--- src/rtl/rtg_pkg.sv ---
package rtg_pkg;
  localparam int unsigned NREG = 8;

  typedef enum logic [2:0] {
    RI_CYCLE  = 3'd0,
    RI_SYNC   = 3'd1,
    RI_BSTART = 3'd2,
    RI_DSTART = 3'd3,
    RI_DEND   = 3'd4,
    RI_BEND   = 3'd5,
    RI_RSVD   = 3'd6,
    RI_MID    = 3'd7
  } reg_idx_e;

  localparam logic [7:0] SEL_H_BASE = 8'h80;
  localparam logic [7:0] SEL_V_BASE = 8'h90;
  localparam logic [7:0] SEL_CTRL   = 8'hE0;
  localparam logic [7:0] SEL_STYLE  = 8'hC0;

  // stored value + offset = real position
  localparam int unsigned H_CYCLE_OFS  = 8;
  localparam int unsigned H_SYNC_OFS   = 8;
  localparam int unsigned H_BORDER_OFS = 12;
  localparam int unsigned H_DISP_OFS   = 18;
  localparam int unsigned V_CYCLE_OFS  = 2;
  localparam int unsigned V_EDGE_OFS   = 1;

  typedef struct packed {
    logic       ilace;
    logic [2:0] bpp;
  } ctrl_t;

  typedef struct packed {
    logic csync;
    logic vs_low;
    logic hs_low;
  } style_t;
endpackage

--- src/rtl/rtg_regs.sv ---
module rtg_regs
  import rtg_pkg::*;
#(
  parameter int unsigned W = 12
) (
  input  logic                    clk_i,
  input  logic                    rst_ni,
  input  logic                    wr_en_i,
  input  logic [31:0]             wr_data_i,
  input  logic                    load_i,
  output logic [NREG-1:0][W-1:0]  h_act_o,
  output logic [NREG-1:0][W-1:0]  v_act_o,
  output ctrl_t                   ctrl_act_o,
  output style_t                  style_act_o,
  output ctrl_t                   ctrl_stg_o
);
  logic [7:0]            sel;
  logic [W-1:0]          val;
  logic [NREG-1:0][W-1:0] h_stg, v_stg;
  style_t                style_stg;
  logic                  unused_wr_bits;

  assign sel = wr_data_i[31:24];
  assign val = wr_data_i[W-1:0];
  assign unused_wr_bits = ^wr_data_i[23:W];

  always_ff @(posedge clk_i or negedge rst_ni) begin
    if (!rst_ni) begin
      h_stg      <= '0;
      v_stg      <= '0;
      ctrl_stg_o <= '0;
      style_stg  <= '0;
    end else if (wr_en_i) begin
      for (int k = 0; k < NREG; k++) begin
        if (sel == SEL_H_BASE + 8'(k)) h_stg[k] <= val;
        if (sel == SEL_V_BASE + 8'(k)) v_stg[k] <= val;
      end
      if (sel == SEL_CTRL)  ctrl_stg_o <= ctrl_t'(wr_data_i[3:0]);
      if (sel == SEL_STYLE) style_stg  <= style_t'(wr_data_i[2:0]);
    end
  end

  always_ff @(posedge clk_i or negedge rst_ni) begin
    if (!rst_ni) begin
      h_act_o     <= '0;
      v_act_o     <= '0;
      ctrl_act_o  <= '0;
      style_act_o <= '0;
    end else if (load_i) begin
      h_act_o     <= h_stg;
      v_act_o     <= v_stg;
      ctrl_act_o  <= ctrl_stg_o;
      style_act_o <= style_stg;
    end
  end
endmodule

--- src/rtl/rtg_hcount.sv ---
module rtg_hcount
  import rtg_pkg::*;
#(
  parameter int unsigned W = 12
) (
  input  logic         clk_i,
  input  logic         rst_ni,
  input  logic [W-1:0] cycle_i,
  input  logic [W-1:0] sync_i,
  input  logic [W-1:0] bstart_i,
  input  logic [W-1:0] bend_i,
  input  logic [W-1:0] dstart_i,
  input  logic [W-1:0] dend_i,
  input  logic [W-1:0] mid_i,
  output logic [W:0]   hcnt_o,
  output logic [W:0]   hend_o,
  output logic         line_end_o,
  output logic         hs_o,
  output logic         hb_o,
  output logic         hd_o,
  output logic         past_mid_o
);
  localparam int unsigned CW = W + 1;

  logic [CW-1:0] sync_lim, b_lo, b_hi, d_lo, d_hi;

  assign hend_o   = CW'(cycle_i) + CW'(H_CYCLE_OFS - 1);
  assign sync_lim = CW'(sync_i) + CW'(H_SYNC_OFS);
  assign b_lo     = CW'(bstart_i) + CW'(H_BORDER_OFS);
  assign b_hi     = CW'(bend_i) + CW'(H_BORDER_OFS);
  assign d_lo     = CW'(dstart_i) + CW'(H_DISP_OFS);
  assign d_hi     = CW'(dend_i) + CW'(H_DISP_OFS);

  assign line_end_o = (hcnt_o == hend_o);

  always_ff @(posedge clk_i or negedge rst_ni) begin
    if (!rst_ni)         hcnt_o <= '0;
    else if (line_end_o) hcnt_o <= '0;
    else                 hcnt_o <= hcnt_o + 1'b1;
  end

  assign hs_o       = (hcnt_o < sync_lim);
  assign hb_o       = (hcnt_o >= b_lo) && (hcnt_o < b_hi);
  assign hd_o       = (hcnt_o >= d_lo) && (hcnt_o < d_hi);
  assign past_mid_o = (hcnt_o >= CW'(mid_i));
endmodule

--- src/rtl/rtg_vcount.sv ---
module rtg_vcount
  import rtg_pkg::*;
#(
  parameter int unsigned W = 12
) (
  input  logic         clk_i,
  input  logic         rst_ni,
  input  logic         line_end_i,
  input  logic         odd_i,
  input  logic         past_mid_i,
  input  logic [W-1:0] cycle_i,
  input  logic [W-1:0] sync_i,
  input  logic [W-1:0] bstart_i,
  input  logic [W-1:0] bend_i,
  input  logic [W-1:0] dstart_i,
  input  logic [W-1:0] dend_i,
  output logic [W:0]   vcnt_o,
  output logic         frame_end_o,
  output logic         vs_o,
  output logic         vb_o,
  output logic         vd_o
);
  localparam int unsigned CW = W + 1;

  logic [CW-1:0] vend, sync_lim, b_lo, b_hi, d_lo, d_hi;
  logic          vs_even, vs_odd;

  assign vend     = CW'(cycle_i) + CW'(V_CYCLE_OFS - 1);
  assign sync_lim = CW'(sync_i) + CW'(V_EDGE_OFS);
  assign b_lo     = CW'(bstart_i) + CW'(V_EDGE_OFS);
  assign b_hi     = CW'(bend_i) + CW'(V_EDGE_OFS);
  assign d_lo     = CW'(dstart_i) + CW'(V_EDGE_OFS);
  assign d_hi     = CW'(dend_i) + CW'(V_EDGE_OFS);

  assign frame_end_o = (vcnt_o == vend);

  always_ff @(posedge clk_i or negedge rst_ni) begin
    if (!rst_ni)         vcnt_o <= '0;
    else if (line_end_i) vcnt_o <= frame_end_o ? '0 : vcnt_o + 1'b1;
  end

  // odd field: sync window shifted by half a line
  assign vs_even = (vcnt_o < sync_lim);
  assign vs_odd  = (vs_even && ((vcnt_o != '0) || past_mid_i)) ||
                   ((vcnt_o == sync_lim) && !past_mid_i);
  assign vs_o    = odd_i ? vs_odd : vs_even;
  assign vb_o    = (vcnt_o >= b_lo) && (vcnt_o < b_hi);
  assign vd_o    = (vcnt_o >= d_lo) && (vcnt_o < d_hi);
endmodule

--- src/rtl/raster_timing_gen.sv ---
module raster_timing_gen
  import rtg_pkg::*;
#(
  parameter int unsigned W = 12
) (
  input  logic        clk_i,
  input  logic        rst_ni,
  input  logic        wr_en_i,
  input  logic [31:0] wr_data_i,
  output logic        hsync_o,
  output logic        vsync_o,
  output logic        border_o,
  output logic        display_o,
  output logic        field_o,
  output logic [2:0]  bpp_code_o
);
  logic [NREG-1:0][W-1:0] h_act, v_act;
  ctrl_t                  ctrl_act, ctrl_stg;
  style_t                 style_act;
  logic [W:0]             hcnt, hend, vcnt;
  logic                   line_end, frame_end, frame_start;
  logic                   hs, hb, hd, past_mid, vs, vb, vd;
  logic                   field_q, csync, hs_style, vs_style;
  logic [W-1:0]           h_cycle_a;
  logic                   ilace_a;
  logic                   unused_slots;

  assign frame_start  = line_end & frame_end;
  assign h_cycle_a    = h_act[RI_CYCLE];
  assign ilace_a      = ctrl_act.ilace;
  assign unused_slots = ^{h_act[RI_RSVD], v_act[RI_RSVD], v_act[RI_MID]};

  rtg_regs #(.W(W)) u_regs (
    .clk_i       (clk_i),
    .rst_ni      (rst_ni),
    .wr_en_i     (wr_en_i),
    .wr_data_i   (wr_data_i),
    .load_i      (frame_start),
    .h_act_o     (h_act),
    .v_act_o     (v_act),
    .ctrl_act_o  (ctrl_act),
    .style_act_o (style_act),
    .ctrl_stg_o  (ctrl_stg)
  );

  rtg_hcount #(.W(W)) u_hcnt (
    .clk_i      (clk_i),
    .rst_ni     (rst_ni),
    .cycle_i    (h_act[RI_CYCLE]),
    .sync_i     (h_act[RI_SYNC]),
    .bstart_i   (h_act[RI_BSTART]),
    .bend_i     (h_act[RI_BEND]),
    .dstart_i   (h_act[RI_DSTART]),
    .dend_i     (h_act[RI_DEND]),
    .mid_i      (h_act[RI_MID]),
    .hcnt_o     (hcnt),
    .hend_o     (hend),
    .line_end_o (line_end),
    .hs_o       (hs),
    .hb_o       (hb),
    .hd_o       (hd),
    .past_mid_o (past_mid)
  );

  rtg_vcount #(.W(W)) u_vcnt (
    .clk_i       (clk_i),
    .rst_ni      (rst_ni),
    .line_end_i  (line_end),
    .odd_i       (field_q),
    .past_mid_i  (past_mid),
    .cycle_i     (v_act[RI_CYCLE]),
    .sync_i      (v_act[RI_SYNC]),
    .bstart_i    (v_act[RI_BSTART]),
    .bend_i      (v_act[RI_BEND]),
    .dstart_i    (v_act[RI_DSTART]),
    .dend_i      (v_act[RI_DEND]),
    .vcnt_o      (vcnt),
    .frame_end_o (frame_end),
    .vs_o        (vs),
    .vb_o        (vb),
    .vd_o        (vd)
  );

  // field follows the staged interlace bit, loaded at the same edge
  always_ff @(posedge clk_i or negedge rst_ni) begin
    if (!rst_ni)          field_q <= 1'b0;
    else if (frame_start) field_q <= ctrl_stg.ilace ? ~field_q : 1'b0;
  end

  assign csync    = hs ^ vs;
  assign hs_style = (style_act.csync ? csync : hs) ^ style_act.hs_low;
  assign vs_style = style_act.csync ? (csync ^ style_act.hs_low) : (vs ^ style_act.vs_low);

  always_ff @(posedge clk_i or negedge rst_ni) begin
    if (!rst_ni) begin
      hsync_o   <= 1'b0;
      vsync_o   <= 1'b0;
      border_o  <= 1'b0;
      display_o <= 1'b0;
      field_o   <= 1'b0;
    end else begin
      hsync_o   <= hs_style;
      vsync_o   <= vs_style;
      border_o  <= hb & vb;
      display_o <= hd & vd;
      field_o   <= field_q;
    end
  end

  assign bpp_code_o = ctrl_act.bpp;
endmodule

--- config.mk ---
export PLATFORM = sky130hd
export DESIGN_NAME = raster_timing_gen
export DESIGN_NICKNAME = d
export VERILOG_FILES = /design/src/rtl/rtg_pkg.sv /design/src/rtl/rtg_regs.sv /design/src/rtl/rtg_hcount.sv /design/src/rtl/rtg_vcount.sv /design/src/rtl/raster_timing_gen.sv
export SDC_FILE = /design/constraint.sdc
export NUM_CORES = 1
export LEC_CHECK = 0
export ABC_AREA = 1
export CORE_MARGIN = 1
export CORE_UTILIZATION = 25
export DETAILED_ROUTE_END_ITERATION = 8
export PLACE_DENSITY = 0.44
export SLEW_MARGIN = 10
export SYNTH_ARGS = -nofsm -noshare
export SYNTH_HDL_FRONTEND = slang
export SYNTH_SLANG_ARGS = --single-unit
--- constraint.sdc ---
create_clock -name clk_i -period 2.9 [get_ports clk_i]
set_input_delay 0.58 -clock clk_i [delete_from_list [all_inputs] [get_ports clk_i]]
set_output_delay 0.58 -clock clk_i [all_outputs]
set_load 0.05 [all_outputs]
== Word-level counts from Yosys, hierarchy flattened ==
Index checks and enable logic that the tools add are counted.
Cells by class
  $add $sub $neg: 14
  order comparisons: 11
  eq/ne operators: 18
  mux-type cells: 6
  bitwise logic cells: 8
  reduce and logical (&&, ||, !) cells: 25
Operators with widths (number)
  8-bit == test (second input constant): 15
  12-bit by 1-bit adder with 13-bit output (second input constant): 6
  13-bit less-than comparator: 6
  13-bit >= comparator: 4
  12-bit by 4-bit adder with 13-bit output (second input constant): 3
  13-bit == test: 3
  2-bit AND reduction: 15
  12-bit by 5-bit adder with 13-bit output (second input constant): 2
  13-bit by 1-bit adder with 13-bit output (second input constant): 2
  13-bit 2-to-1 mux: 2
  12-bit by 3-bit adder with 13-bit output (second input constant): 1
  13-bit by 12-bit >= comparator with 1-bit output: 1
  13-bit nonzero test: 1
  1-bit logical AND: 6
  1-bit 2-to-1 mux: 4
  1-bit XOR: 4
  1-bit bitwise AND: 3
  1-bit logical OR: 2
  1-bit zero test: 1
  1-bit inverter: 1
Word-level totals
  bits in registers: 357
  input bits: 35
  output and inout port bits: 8
  word-level logic and storage cells: 125

== Depth between registers and ports, before layout ==
  depth after elaboration: 8
  mapped depth: 18
  gate-level depth less buffers: 18

== Hierarchy ==
Synthesis repeated with hierarchy kept, for this count alone.
Second synthesis, totals
  cell total of the unflattened synthesis: 2514
  area total of the unflattened synthesis: 23298.6 sq um
Modules (own cells, without submodules)
  rtg_regs: times used 1, cells each 1356, area an instance 15612.5 sq um, sequential area each 9959.6 sq um
  rtg_vcount: times used 1, cells each 568, area an instance 3713.6 sq um, sequential area each 325.3 sq um
  rtg_hcount: times used 1, cells each 554, area an instance 3693.5 sq um, sequential area each 325.3 sq um
  raster_timing_gen: times used 1, cells each 36, area an instance 279.0 sq um, sequential area each 150.1 sq um

== Worst setup path before layout ==
No wires, ideal clock.
  path kind: register to register
  from: reg u_regs.v_act_o[14] in the netlist's numbering
  to: reg vsync_o
  library setup time: 118 ps
  arrival time: 2261 ps
  required time: 2782 ps
  setup slack: 522 ps
  stages on the path, launching flop included: 19
  path buffers: 0
  clock period less this slack: 2378 ps
  path through: dfrtp_1 nand3_1 nor2_1 nand4_1 nor2_1 nand3_1 xor2_1 ha_1 nand2_1 nor2_1 nand3_1 nor2_1 nor2_1 nand2_1 nand2_1 nand2_1 nand3_1 nand3_1 nand2_1
On the way
  word-level cells in the longest chain between the ends: 8
  elaborated cells between the ends (all ways): 11
  those cells by class: add/sub (1); order compare (1); eq/ne (1); mux (2); bitwise (3); reduce/logical (3)
RTL lines
  start: declaration: RTL line rtg_regs.sv:12  | output logic [NREG-1:0][W-1:0] v_act_o,
  start signal: assignment: RTL line rtg_regs.sv:51  | v_act_o <= v_stg;
  12-bit by 1-bit adder with 13-bit output (*): RTL line rtg_vcount.sv:29  | assign sync_lim = CW'(sync_i) + CW'(V_EDGE_OFS);
  13-bit less-than comparator or 13-bit == test (tied branches): RTL line rtg_vcount.sv:43, rtg_vcount.sv:45
  1-bit logical AND (on tied branches): RTL line rtg_vcount.sv:44, rtg_vcount.sv:45
  1-bit logical OR: RTL line rtg_vcount.sv:44  | assign vs_odd = (vs_even && ((vcnt_o != '0) || past_mid_i)) ||
  1-bit 2-to-1 mux (*): RTL line rtg_vcount.sv:46  | assign vs_o = odd_i ? vs_odd : vs_even;
  1-bit XOR: RTL line raster_timing_gen.sv:90  | assign csync = hs ^ vs;
  1-bit XOR: RTL line raster_timing_gen.sv:92  | assign vs_style = style_act.csync ? (csync ^ style_act.hs_low) : (vs ^ style_act.vs_low);
  1-bit 2-to-1 mux (*): RTL line raster_timing_gen.sv:92
  named net vs_style: RTL line raster_timing_gen.sv:23  | logic field_q, csync, hs_style, vs_style;
  end signal: assignment: RTL line raster_timing_gen.sv:103  | vsync_o <= vs_style;
  end: declaration: RTL line raster_timing_gen.sv:11  | output logic vsync_o,
Mark *: on every way through the listed nets, which the timed path passes. The rest lies on a longest branch.
A chain may end at the register's enable or synchronous reset.

== Worst setup path in the final report ==
  from: reg u_regs.v_act_o[13] in the netlist's numbering
  to: reg vsync_o
The elaborated chain is that of the path after synthesis.

==> metrics.yaml <==
finish:
  nNetsFinal: 2667
  final_cell_mix: "712 x nand2_1, 357 x dfrtp_1, 246 x nand3_1"
  post-route-util: 0.295
  share_of_final_layout_standard_cells_stronger_than_drive_strength_1: 0.0729
  layout.cells.most_common: "nand2_1"
  post-route-cell-area_sq_um: 23300
  layout-area-overhead-vs-synth_pct: 17.2
  nFillCells: 8413
global_routing:
  gr-usage-all-layers: 0.144
  grt_start_max_net_pins: 89
  antenna_violations_before_repair: 4
  number_of_global_route_vias_before_repair: 15900
  grt_pass1_wl_um: 91300
  grt_overflow: 0
logic_synthesis:
  synth_cell_type_count: 42
  syn-mean-instance-area_sq_um: 8.18
  mappedNetlistNets: 2618
  ys_seq_area_frac: 0.450
  syn_area_sq_um: 19900
  synth-warning-count: 0
  netlist_instances: 2430
  register_bit_total_from_synthesis: 357
floorplanning:
  fp.dieArea_sq_um: 80600
  placeable_area_sq_um: 78900
  rows: 103
  top_level_ports: 43
  die_x_um: 284
  die_height_um: 284
  starting_density: 0.252
sta:
  rsz0062_at_grt: "no"
  report.final.setup_viol: 0
  timing.final.crit_share: 0.922
  max_freq_ghz: 0.374
  worst_case_clock_skew_ns: 0.0253
  post-route-min-period_ns: 2.67
  slack_of_the_critical_path_ns: 0.227
  setup-tns-final_ns: 0
  final-hold-violation-count: 0
  relSlewSlack: 0.496
  timing.final.max_slew_violations: 0
  fin_worst_hold_slack_ns: 0.472
  actual_slew_at_the_worst_max_slew_pin_ns: 0.756
run_status:
  outcome: "finished, final reports clean"
clocking:
  tritoncts: "done"
  cts_num_sinks: 357
  number_of_buffers_created_by_cts: 41
  clkLatencyLatePin_ns: 0.58
  cts.clk_slew.worst_paths_ns: 0.06
  h-tree-depth: 2
  clock_tree.root_cell: "clkbuf_16"
  cts_max_path_buffers: 3
place:
  dp_hpwl_um: 37500
  post-place-ws_ns: 0.0862
  number_of_buffers_inserted_by_port_buffering: 30
  post_place_instance_area_sq_um: 21700
  gp_congestion: 0.805
route:
  drt-total-wl_um: 57700
  dr_total_vias: 16100
  drt.antenna.violating_nets: 0
  post_drt_wl_per_cell_um: 16.2
  avgViaCountPerCell: 4.51
  post-route-drc-count: 0
  drt_iter0_markers: 852
  detailedRoute.firstPassIterationCount: 5
critical_path:
  cp.buffers_inverters: 0
  critPathMostFrequentCell: "nand3_1"
  critical_path.max_fanout: 4
  crit_path_start: "u_regs.v_act_o[13]$_DFFE_PN0P_"
  worst_ep_required_time_ns: 3.37
  worstSetupStartpointType: "flop"
  worst_setup_path_end_kind: "flop"
  worstReg2RegStart: "u_regs.v_act_o[13]$_DFFE_PN0P_"
  crit_path_max_incr_delay_ns: 0.41
  timing.critical_path.cells: "nand3_1 > nor2_1 > nand4_1 > nor2_2 > nand3_1 > xor2_1 > ha_1 > nand2_1 > nor2_2 > nand4_1 > nor2_2 > nand3_2 > nand3_1 > nand3_1 > nand3_1 > nand2_1"
  worst-endpoint-arrival_ns: 3.14
  critical-path-slowest-cell: "dfrtp_1"
  timing.critical_path.max_delay_family: "simple AND/OR/NAND/NOR gates"
  critPathKind: "flop to flop"
run:
  drv.max_cap_violation_count: 0
power:
  ir_drop_mv: 0.414
  p_leak_uw: 0.0114
  p_per_area_nw_per_um2: 754
worst_hold_path:
  hold_class: "flop to flop"
  hold_start: "u_regs.h_act_o[85]$_DFFE_PN0P_"
[per-layer routing]
layer	global-route usage	up-vias	wire, um
met5	0	-	13
met4	0.0399	2	1340
met3	0.0182	79	1970
met2	0.247	221	27500
met1	0.190	7680	26900
li1	-	8085	-
[flip-flops by register name, summed over array words and instances, names as in the netlist, 3 cells and up]
register / cells
u_hcnt.hcnt_o: 13
u_regs.ctrl_act_o: 3
u_regs.ctrl_stg_o: 4
u_regs.h_act_o: 84
u_regs.h_stg: 84
u_regs.style_act_o: 3
u_regs.style_stg: 3
u_regs.v_act_o: 72
u_regs.v_stg: 72
u_vcnt.vcnt_o: 13
[cell usage after synthesis (all sizes together)]
cell type / number / area share
xnor3: 1 / 0.0011
o311ai: 1 / 0.00044
dfrtp: 357 / 0.45
nor2: 182 / 0.036
o21bai: 3 / 0.0011
nor3: 28 / 0.0071
or2: 2 / 0.00063
nand2: 715 / 0.14
nand4: 49 / 0.015
nor3b: 6 / 0.0023
nand3: 249 / 0.063
o21ai: 132 / 0.033
o211a: 1 / 0.00050
nor4b: 2 / 0.00088
a21oi: 111 / 0.028
o31ai: 4 / 0.0015
and3: 4 / 0.0013
inv: 171 / 0.032
a21o: 2 / 0.00076
nor4: 3 / 0.00094
buf: 49 / 0.016
and3b: 1 / 0.00044
a211oi: 6 / 0.0023
o21a: 2 / 0.00076
xor2: 84 / 0.037
o22ai: 1 / 0.00032
o221ai: 5 / 0.0022
clkbuf: 52 / 0.0098
ha: 153 / 0.096
xnor2: 42 / 0.019
a31oi: 2 / 0.00063
nand3b: 10 / 0.0038
[tightest hold or removal path, cell delays in order (launching register included)]
cell and delay (ns):
dfrtp_1 0.34, nand2_1 0.06, nand2_1 0.04
[cell families (layout without fill, tap and decap cells)]
family          Yosys count  after routing  synth area share
simple gates           1251           1251             0.267
flops                   357            357             0.450
buf+inv                 272            353            0.0586
compound gates          270            270            0.0719
fa+ha+maj               153            153            0.0963
xor+xnor                127            127            0.0567
other cells               0              1                 0
[report_power, final]
part	switching (uW)	internal (uW)
logic	3670	1980
registers	590	5540
clock network	2220	3560
total	6480	11100
[through the flow]
stage,cells,total power [uW]
floorplan,2430,9830
CTS,3560,17700
global placement,3484,11700
detailed placement,3484,11800
finish,3562,17600
global route,3561,18700
[final timing paths]
path / slack [ns] / to / cells past startpoint
min: 0.47 / u_regs.h_act_o[85]$_DFFE_PN0P_ / 2
min in group asynchronous: 0.50 / u_regs.h_stg[5]$_DFFE_PN0P_ / 2
max in group asynchronous: 1.50 / u_regs.v_stg[29]$_DFFE_PN0P_ / 3
max: 0.23 / vsync_o$_DFF_PN0_ / 16
min reg2reg: 0.47 / u_regs.h_act_o[85]$_DFFE_PN0P_ / 2
max reg2reg: 0.23 / vsync_o$_DFF_PN0_ / 16
[area by class of cell]
cell class | count | area (sq um) | share of cell area
antenna | 1 | 2.50 | 0.000107
clock buffer | 55 | 1210 | 0.0520
clock inverter | 20 | 289 | 0.0124
inverter | 171 | 642 | 0.0276
multi-input combinational | 1801 | 9880 | 0.424
sequential | 357 | 8930 | 0.384
tap | 1050 | 1310 | 0.0564
timing repair buffer | 107 | 1020 | 0.0439
[timing repair]
item                                    in CTS  in global routing
endpoints found under the setup margin       0                  3
resized for setup                            0                 15
hold endpoints to repair                    44                  0
hold buffers                                 1                  0
buffers inserted                             0                  1
(Power assumes the default switching activity.)
